### src/rtl/pcmp_pkg.sv
package pcmp_pkg;
    localparam int PCMP_ACC_W = 24;
    localparam int PCMP_N_OUT = 4;
    localparam int PCMP_N_INT = 8;
    localparam int PCMP_N_PRE = PCMP_N_OUT + PCMP_N_INT;

    typedef enum logic {
        SENSE_AT_OR_ABOVE = 1'b0,
        SENSE_BELOW       = 1'b1
    } sense_e;
endpackage

### src/rtl/pcmp_preset_bank.sv
module pcmp_preset_bank #(
    parameter int ACC_W = pcmp_pkg::PCMP_ACC_W,
    parameter int N_PRE = pcmp_pkg::PCMP_N_PRE,
    parameter int SEL_W = $clog2(N_PRE)
) (
    input  logic                        clk,
    input  logic                        rst_n,
    input  logic                        we_i,
    input  logic [SEL_W-1:0]            sel_i,
    input  logic [ACC_W-1:0]            data_i,
    output logic [N_PRE-1:0][ACC_W-1:0] pre_o
);
    localparam logic [SEL_W-1:0] LAST_SEL = SEL_W'(N_PRE - 1);

    typedef struct packed {
        logic [N_PRE-1:0][ACC_W-1:0] pre;
    } bank_t;

    bank_t st_d, st_q;

    always_comb begin
        st_d = st_q;
        for (int k = 0; k < N_PRE; k++) begin
            if (we_i && (sel_i <= LAST_SEL) && (sel_i == SEL_W'(k)))
                st_d.pre[k] = data_i;
        end
    end

    always_ff @(posedge clk) begin
        if (!rst_n) st_q <= '0;
        else        st_q <= st_d;
    end

    assign pre_o = st_q.pre;
endmodule

### src/rtl/pcmp_cmp_array.sv
module pcmp_cmp_array #(
    parameter int ACC_W = pcmp_pkg::PCMP_ACC_W,
    parameter int N_PRE = pcmp_pkg::PCMP_N_PRE
) (
    input  logic                        clk,
    input  logic                        rst_n,
    input  logic [ACC_W-1:0]            acc_i,
    input  logic [N_PRE-1:0][ACC_W-1:0] pre_i,
    input  logic [N_PRE-1:0]            sense_i,
    output logic [N_PRE-1:0]            hit_o
);
    typedef struct packed {
        logic [N_PRE-1:0] hit;
    } cmp_t;

    cmp_t             st_d, st_q;
    logic [N_PRE-1:0] raw_hit;

    for (genvar k = 0; k < N_PRE; k++) begin : g_cmp
        logic below;
        assign below      = $signed(acc_i) < $signed(pre_i[k]);
        assign raw_hit[k] = (sense_i[k] == pcmp_pkg::SENSE_BELOW) ? below : !below;
    end

    always_comb begin
        st_d     = st_q;
        st_d.hit = raw_hit;
    end

    always_ff @(posedge clk) begin
        if (!rst_n) st_q <= '0;
        else        st_q <= st_d;
    end

    assign hit_o = st_q.hit;
endmodule

### src/rtl/pcmp_out_ctrl.sv
module pcmp_out_ctrl #(
    parameter int N_OUT = pcmp_pkg::PCMP_N_OUT
) (
    input  logic             clk,
    input  logic             rst_n,
    input  logic [N_OUT-1:0] hit_i,
    input  logic             cmd_we_i,
    input  logic [N_OUT-1:0] cmd_en_i,
    input  logic [N_OUT-1:0] cmd_lat_i,
    input  logic             home_act_i,
    input  logic             host_rst_i,
    input  logic             force_off_sel_i,
    output logic [N_OUT-1:0] en_o,
    output logic [N_OUT-1:0] lat_o,
    output logic [N_OUT-1:0] live_o,
    output logic [N_OUT-1:0] out_o
);
    typedef struct packed {
        logic [N_OUT-1:0] en;
        logic [N_OUT-1:0] lat;
        logic [N_OUT-1:0] live;
    } octl_t;

    octl_t st_d, st_q;
    logic  mask_all;

    always_comb begin
        st_d = st_q;
        if (home_act_i) begin
            st_d.en  = '0;
            st_d.lat = '0;
        end else if (cmd_we_i) begin
            st_d.en  = cmd_en_i;
            st_d.lat = cmd_lat_i;
        end
        st_d.live = (hit_i & st_q.en) | (st_q.live & st_q.lat);
    end

    always_ff @(posedge clk) begin
        if (!rst_n) st_q <= '0;
        else        st_q <= st_d;
    end

    assign mask_all = force_off_sel_i && host_rst_i;
    assign en_o     = st_q.en;
    assign lat_o    = st_q.lat;
    assign live_o   = st_q.live;
    assign out_o    = st_q.live & ~{N_OUT{mask_all}};
endmodule

### src/rtl/preset_cmp_ctrl.sv
module preset_cmp_ctrl #(
    parameter int ACC_W = pcmp_pkg::PCMP_ACC_W,
    parameter int N_OUT = pcmp_pkg::PCMP_N_OUT,
    parameter int N_INT = pcmp_pkg::PCMP_N_INT,
    parameter int N_PRE = N_OUT + N_INT,
    parameter int SEL_W = $clog2(N_PRE)
) (
    input  logic             clk,
    input  logic             rst_n,
    input  logic [ACC_W-1:0] acc_i,
    input  logic             pst_we_i,
    input  logic [SEL_W-1:0] pst_sel_i,
    input  logic [ACC_W-1:0] pst_data_i,
    input  logic [N_PRE-1:0] sense_i,
    input  logic             dcmd_we_i,
    input  logic [N_OUT-1:0] dcmd_en_i,
    input  logic [N_OUT-1:0] dcmd_lat_i,
    input  logic             home_act_i,
    input  logic             host_rst_i,
    input  logic             force_off_sel_i,
    output logic [N_OUT-1:0] out_o,
    output logic [N_PRE-1:0] cmp_o
);
    logic [N_PRE-1:0][ACC_W-1:0] pre_w;
    logic [N_PRE-1:0]            hit_w;
    logic [N_OUT-1:0]            en_w;
    logic [N_OUT-1:0]            lat_w;
    logic [N_OUT-1:0]            live_w;

    pcmp_preset_bank #(.ACC_W(ACC_W), .N_PRE(N_PRE), .SEL_W(SEL_W)) u_bank (
        .clk    (clk),
        .rst_n  (rst_n),
        .we_i   (pst_we_i),
        .sel_i  (pst_sel_i),
        .data_i (pst_data_i),
        .pre_o  (pre_w)
    );

    pcmp_cmp_array #(.ACC_W(ACC_W), .N_PRE(N_PRE)) u_cmp (
        .clk     (clk),
        .rst_n   (rst_n),
        .acc_i   (acc_i),
        .pre_i   (pre_w),
        .sense_i (sense_i),
        .hit_o   (hit_w)
    );

    pcmp_out_ctrl #(.N_OUT(N_OUT)) u_octl (
        .clk             (clk),
        .rst_n           (rst_n),
        .hit_i           (hit_w[N_OUT-1:0]),
        .cmd_we_i        (dcmd_we_i),
        .cmd_en_i        (dcmd_en_i),
        .cmd_lat_i       (dcmd_lat_i),
        .home_act_i      (home_act_i),
        .host_rst_i      (host_rst_i),
        .force_off_sel_i (force_off_sel_i),
        .en_o            (en_w),
        .lat_o           (lat_w),
        .live_o          (live_w),
        .out_o           (out_o)
    );

    assign cmp_o = hit_w;
endmodule

### config.mk
export PLATFORM = sky130hd
export DESIGN_NAME = preset_cmp_ctrl
export DESIGN_NICKNAME = d
export VERILOG_FILES = /design/src/rtl/pcmp_pkg.sv /design/src/rtl/pcmp_preset_bank.sv /design/src/rtl/pcmp_cmp_array.sv /design/src/rtl/pcmp_out_ctrl.sv /design/src/rtl/preset_cmp_ctrl.sv
export SDC_FILE = /design/constraint.sdc
export NUM_CORES = 1
export LEC_CHECK = 0
export ABC_AREA = 1
export BUFFER_PORTS_ARGS = -buffer_cell sky130_fd_sc_hd__clkbuf_2
export CORE_MARGIN = 10
export CORE_UTILIZATION = 32
export CTS_BUF_LIST = sky130_fd_sc_hd__clkbuf_8
export DETAILED_ROUTE_END_ITERATION = 16
export GPL_TIMING_DRIVEN = 0
export SLEW_MARGIN = 15
export SYNTH_ARGS = -nofsm -noshare
export SYNTH_HDL_FRONTEND = slang
export SYNTH_SLANG_ARGS = --single-unit
### constraint.sdc
create_clock -name clk -period 1.3 [get_ports clk]
set_input_delay 0.13 -clock clk [delete_from_list [all_inputs] [get_ports clk]]
set_output_delay 0.13 -clock clk [all_outputs]
set_load 0.01 [all_outputs]
==> impl_metrics.prom <==
# TYPE chip_impl_metric gauge
chip_impl_metric{name="vias_in_the_first_global_route",unit=""} 15000
chip_impl_metric{name="syn2layout_area_growth",unit="%"} 27.1
chip_impl_metric{name="cp.arrival",unit="ns"} 2.17
chip_impl_metric{name="timing.max_cap.violations",unit=""} 0
chip_impl_metric{name="global_route.usage.total",unit="%"} 15.5
chip_impl_metric{name="timing.slew.headroom",unit="%"} 35.4
chip_impl_info{name="failed_checks",value="hold timing, setup timing"} 1
chip_impl_info{name="layout_commonest_cell",value="sky130_fd_sc_hd__nand2_1"} 1
chip_impl_info{name="worstSetupEndpointType",value="flip-flop"} 1
chip_impl_metric{name="first_pass_iters",unit=""} 5
chip_impl_metric{name="num_rows",unit=""} 87
chip_impl_metric{name="power.share.switching",unit="%"} 29.3
chip_impl_metric{name="cts-htree-levels",unit=""} 2
chip_impl_metric{name="total_switching_power",unit="uW"} 6650
chip_impl_info{name="min-delay-path-class",value="in -> reg"} 1
chip_impl_metric{name="syn_area_per_cell",unit="um^2"} 7.31
chip_impl_info{name="final_cell_mix",value="sky130_fd_sc_hd__nand2_1 (387), sky130_fd_sc_hd__inv_1 (377), sky130_fd_sc_hd__a21oi_1 (356)"} 1
chip_impl_metric{name="pwr-share-clk",unit="%"} 39.3
chip_impl_metric{name="yosysSeqAreaShare",unit="%"} 34.4
chip_impl_metric{name="grt-ovfl-total",unit=""} 0
chip_impl_metric{name="dieWidth",unit="um"} 258
chip_impl_metric{name="yosys_register_bits",unit=""} 312
chip_impl_metric{name="period_share",unit="%"} 124
chip_impl_metric{name="totalWireLength",unit="um"} 53400
chip_impl_metric{name="dp_cells",unit=""} 3331
chip_impl_info{name="timing.rr.end",value="u_cmp.hit_o[2]"} 1
chip_impl_metric{name="hold-worst-slack",unit="ns"} -0.00292
chip_impl_info{name="critical_path.cell_chain",value="inv_2, ha_4, nand2_4, nor2_4, nand2_4, nor2_2, nand2_1, nand2_1, nor2_2, nand3_1, nand2_1, nor2_2"} 1
chip_impl_metric{name="final_cells",unit=""} 3501
chip_impl_info{name="root_buffer",value="sky130_fd_sc_hd__clkbuf_8"} 1
chip_impl_metric{name="power.ir.vdd_worst",unit="V"} 0.000535
chip_impl_metric{name="clk_latency",unit="ns"} 0.65
chip_impl_metric{name="dp_hpwl",unit="um"} 40200
chip_impl_info{name="result_of_the_run",value="finished, violations left"} 1
chip_impl_metric{name="synth-warning-count",unit=""} 0
chip_impl_metric{name="iter_0_drt_violations",unit=""} 769
chip_impl_metric{name="num_io_pins",unit=""} 95
chip_impl_metric{name="clock_sink_count",unit=""} 312
chip_impl_metric{name="nets_final",unit=""} 3065
chip_impl_metric{name="crit_fanout",unit=""} 3
chip_impl_metric{name="total_number_of_vias",unit=""} 16000
chip_impl_metric{name="p_int",unit="uW"} 16100
chip_impl_metric{name="drtAntennaViolNets",unit=""} 0
chip_impl_metric{name="timing.critical_path.required",unit="ns"} 1.86
chip_impl_metric{name="place.gp.congestion",unit=""} 0.822
chip_impl_metric{name="tritoncts_buffer_count",unit=""} 55
chip_impl_metric{name="layout_min_cycle_time",unit="ns"} 1.61
chip_impl_metric{name="fmaxAchievable",unit="GHz"} 0.621
chip_impl_metric{name="path_depth",unit=""} 12
chip_impl_metric{name="place.port_buffers",unit=""} 93
chip_impl_metric{name="ff2ff_path_depth",unit=""} 12
chip_impl_metric{name="hold_viol_final",unit=""} 1
chip_impl_metric{name="layout-drive-gt1-share",unit="%"} 21.6
chip_impl_metric{name="fin_worst_skew",unit="ns"} 0.0219
chip_impl_metric{name="die-area",unit="mm^2"} 0.0666
chip_impl_metric{name="die_y",unit="um"} 258
chip_impl_info{name="regToRegStartpoint",value="u_bank.pre_o[68]"} 1
chip_impl_metric{name="remaining_drc_errors",unit=""} 0
chip_impl_info{name="critical_path.top_delay_family",value="simple AND/OR/NAND/NOR gates"} 1
chip_impl_metric{name="worst_setup_hold_path_clk_slew",unit="ns"} 0.06
chip_impl_metric{name="num-fill-cells",unit=""} 5752
chip_impl_metric{name="grt_max_degree",unit=""} 15
chip_impl_metric{name="synthDistinctLibCells",unit=""} 26
chip_impl_metric{name="worst_path_largest_cell_delay",unit="ns"} 0.32
chip_impl_metric{name="placeableCoreArea",unit="mm^2"} 0.0563
chip_impl_info{name="setup.worst_path.start_class",value="flip-flop"} 1
chip_impl_metric{name="max_clock_buf_depth",unit=""} 3
chip_impl_metric{name="initial_utilization",unit="%"} 32.2
chip_impl_metric{name="post_synth_instance_area",unit="mm^2"} 0.0181
chip_impl_metric{name="fin_setup_tns",unit="ns"} -3.24
chip_impl_metric{name="syn_nets",unit=""} 2837
chip_impl_info{name="timing.critical_path.to",value="u_cmp.hit_o[2]"} 1
chip_impl_metric{name="power.combinational.fraction",unit="%"} 17.1
chip_impl_metric{name="pwr-share-seq",unit="%"} 43.6
chip_impl_metric{name="setup_failing_eps_final",unit=""} 16
chip_impl_metric{name="cellLeakagePower",unit="uW"} 0.00960
chip_impl_metric{name="power_density_relative_to_cell_area",unit="mW/mm^2"} 986
chip_impl_info{name="clock_tree_from_tritoncts",value="built"} 1
chip_impl_metric{name="timing.final.ws_setup",unit="ns"} -0.311
chip_impl_info{name="rsz_0062_raised_after_global_routing",value="yes"} 1
chip_impl_info{name="critical_path.startpoint",value="u_bank.pre_o[68]"} 1
chip_impl_info{name="slowest_stage",value="sky130_fd_sc_hd__dfxtp_2"} 1
chip_impl_metric{name="rrSetupSlack",unit="ns"} -0.31
chip_impl_metric{name="wire_length_of_the_first_global_routing_pass",unit="um"} 82800
chip_impl_metric{name="synth_cells",unit=""} 2482
chip_impl_metric{name="crit_buf_inv",unit=""} 1
chip_impl_metric{name="number_of_antenna_violations_at_the_first_check_in_global_routing",unit=""} 1
chip_impl_metric{name="finalMaxSlewViolations",unit=""} 0
chip_impl_metric{name="routedWlPerCell",unit="um"} 15.2
chip_impl_metric{name="vias_per_instance",unit=""} 4.57
chip_impl_metric{name="slew_at_the_pin_closest_to_its_max_slew_limit",unit="ns"} 0.969
chip_impl_info{name="timing.setup.critical_path_class",value="reg -> reg"} 1
[cell usage after synthesis]
cell | instances | area share [%]
sky130_fd_sc_hd__inv_2 | 8 | 0.17
sky130_fd_sc_hd__nand2_1 | 457 | 9.5
sky130_fd_sc_hd__a21oi_2 | 1 | 0.048
sky130_fd_sc_hd__a21o_1 | 8 | 0.33
sky130_fd_sc_hd__o21ai_1 | 27 | 0.75
sky130_fd_sc_hd__a21oi_1 | 373 | 10
sky130_fd_sc_hd__a21boi_0 | 4 | 0.17
sky130_fd_sc_hd__dfxtp_1 | 312 | 34
sky130_fd_sc_hd__nand4_1 | 11 | 0.38
sky130_fd_sc_hd__buf_6 | 30 | 1.9
sky130_fd_sc_hd__and2_1 | 1 | 0.035
sky130_fd_sc_hd__buf_4 | 1 | 0.041
sky130_fd_sc_hd__nor2_1 | 126 | 2.6
sky130_fd_sc_hd__inv_1 | 414 | 8.6
sky130_fd_sc_hd__nor3_1 | 21 | 0.58
sky130_fd_sc_hd__o21ai_0 | 264 | 7.3
sky130_fd_sc_hd__nor3_2 | 1 | 0.055
sky130_fd_sc_hd__buf_1 | 1 | 0.021
sky130_fd_sc_hd__xor2_1 | 12 | 0.58
sky130_fd_sc_hd__ha_1 | 276 | 19
sky130_fd_sc_hd__buf_2 | 19 | 0.52
sky130_fd_sc_hd__o21ai_2 | 1 | 0.048
sky130_fd_sc_hd__nand3_1 | 42 | 1.2
sky130_fd_sc_hd__o21a_1 | 2 | 0.083
sky130_fd_sc_hd__nor2_2 | 2 | 0.069
sky130_fd_sc_hd__clkbuf_1 | 68 | 1.4
[worst reg2reg max path, stage by stage (launching register included)]
cell,delay [ns]
sky130_fd_sc_hd__dfxtp_2,0.32
sky130_fd_sc_hd__inv_2,0.05
sky130_fd_sc_hd__ha_4,0.26
sky130_fd_sc_hd__nand2_4,0.06
sky130_fd_sc_hd__nor2_4,0.13
sky130_fd_sc_hd__nand2_4,0.08
sky130_fd_sc_hd__nor2_2,0.08
sky130_fd_sc_hd__nand2_1,0.08
sky130_fd_sc_hd__nand2_1,0.10
sky130_fd_sc_hd__nor2_2,0.06
sky130_fd_sc_hd__nand3_1,0.07
sky130_fd_sc_hd__nand2_1,0.06
sky130_fd_sc_hd__nor2_2,0.19
[final cells by class]
cell class / instances / area [um^2] / share of cell area [%]
clock buffer: 69 / 950 / 4.12
sequential: 312 / 6300 / 27.4
buffer: 119 / 713 / 3.10
inverter: 422 / 1580 / 6.87
antenna: 1 / 2.50 / 0.0109
tap: 756 / 946 / 4.11
clock inverter: 22 / 93.8 / 0.407
multi-input combinational: 1629 / 11300 / 48.8
timing repair buffer: 171 / 1200 / 5.19
[flip-flops by register name (all words and copies together) (netlist names)]
signal and count:
u_bank.pre_o 288, u_cmp.hit_o 12, u_octl.en_o 4, u_octl.lat_o 4, u_octl.live_o 4
[kinds of logic after synthesis]
kind of cell / count (synthesis) / share of synthesized area (%)
simple gates: 661 / 14.3
xor+xnor: 12 / 0.580
compound gates: 680 / 19.0
flops: 312 / 34.4
buf+inv: 541 / 12.6
fa+ha+maj: 276 / 19.0
[per-stage QoR]
step	instance area, um^2	setup WS (ns)	hold slack, ns	power [uW]	utilization (%)
2_1_floorplan	18300	-0.0626	0.270	12200	-
3_3_place_gp	19700	-0.928	0.378	13200	35.0
3_5_place_dp	19700	-0.933	0.368	13300	35.0
4_1_cts	21900	-0.345	-0.0247	22600	39.0
5_1_grt	23000	-0.439	0.0242	23900	40.9
6_report	23000	-0.311	-0.00292	22700	40.9
[how the worst min path moves through the flow]
stage / startpoint / to / depth (start not counted)
final: pst_sel_i[2] / u_bank.pre_o[24] / 6
after global routing: pst_sel_i[2] / u_bank.pre_o[72] / 6
after CTS: pst_sel_i[2] / u_bank.pre_o[72] / 6
after detailed placement: dcmd_lat_i[2] / u_octl.lat_o[2] / 3
after global placement: dcmd_lat_i[0] / u_octl.lat_o[0] / 3
after floorplan: dcmd_en_i[3] / u_octl.en_o[3] / 2
[layer usage]
layer  up-vias  part of all wire, %  global-route usage [%]
li1       8492                    -                       -
met2       245                   47                    26.1
met5         -                    0                       0
met1      7168                   46                    20.0
met3        79                  4.0                    2.31
met4         0                  2.3                    4.97
[power groups by stage]
stage / Sequential (uW) / Combinational (uW) / Clock (uW)
after CTS: 9890 / 3510 / 9180
after global placement: 10100 / 3130 / 0
after global routing: 9910 / 4450 / 9520
after detailed placement: 10100 / 3170 / 0
after floorplan: 10100 / 2060 / 0
final: 9900 / 3880 / 8930
[timing repair]
item | 4_1_cts | 5_1_grt
pin swaps | 102 | 111
endpoints found under the setup margin | 19 | 180
setup buffers | 13 | 8
hold endpoints to repair | 74 | 0
hold buffers | 58 | 0
gates resized for setup | 119 | 277
Note: power is estimated with default switching activity, not from simulation.
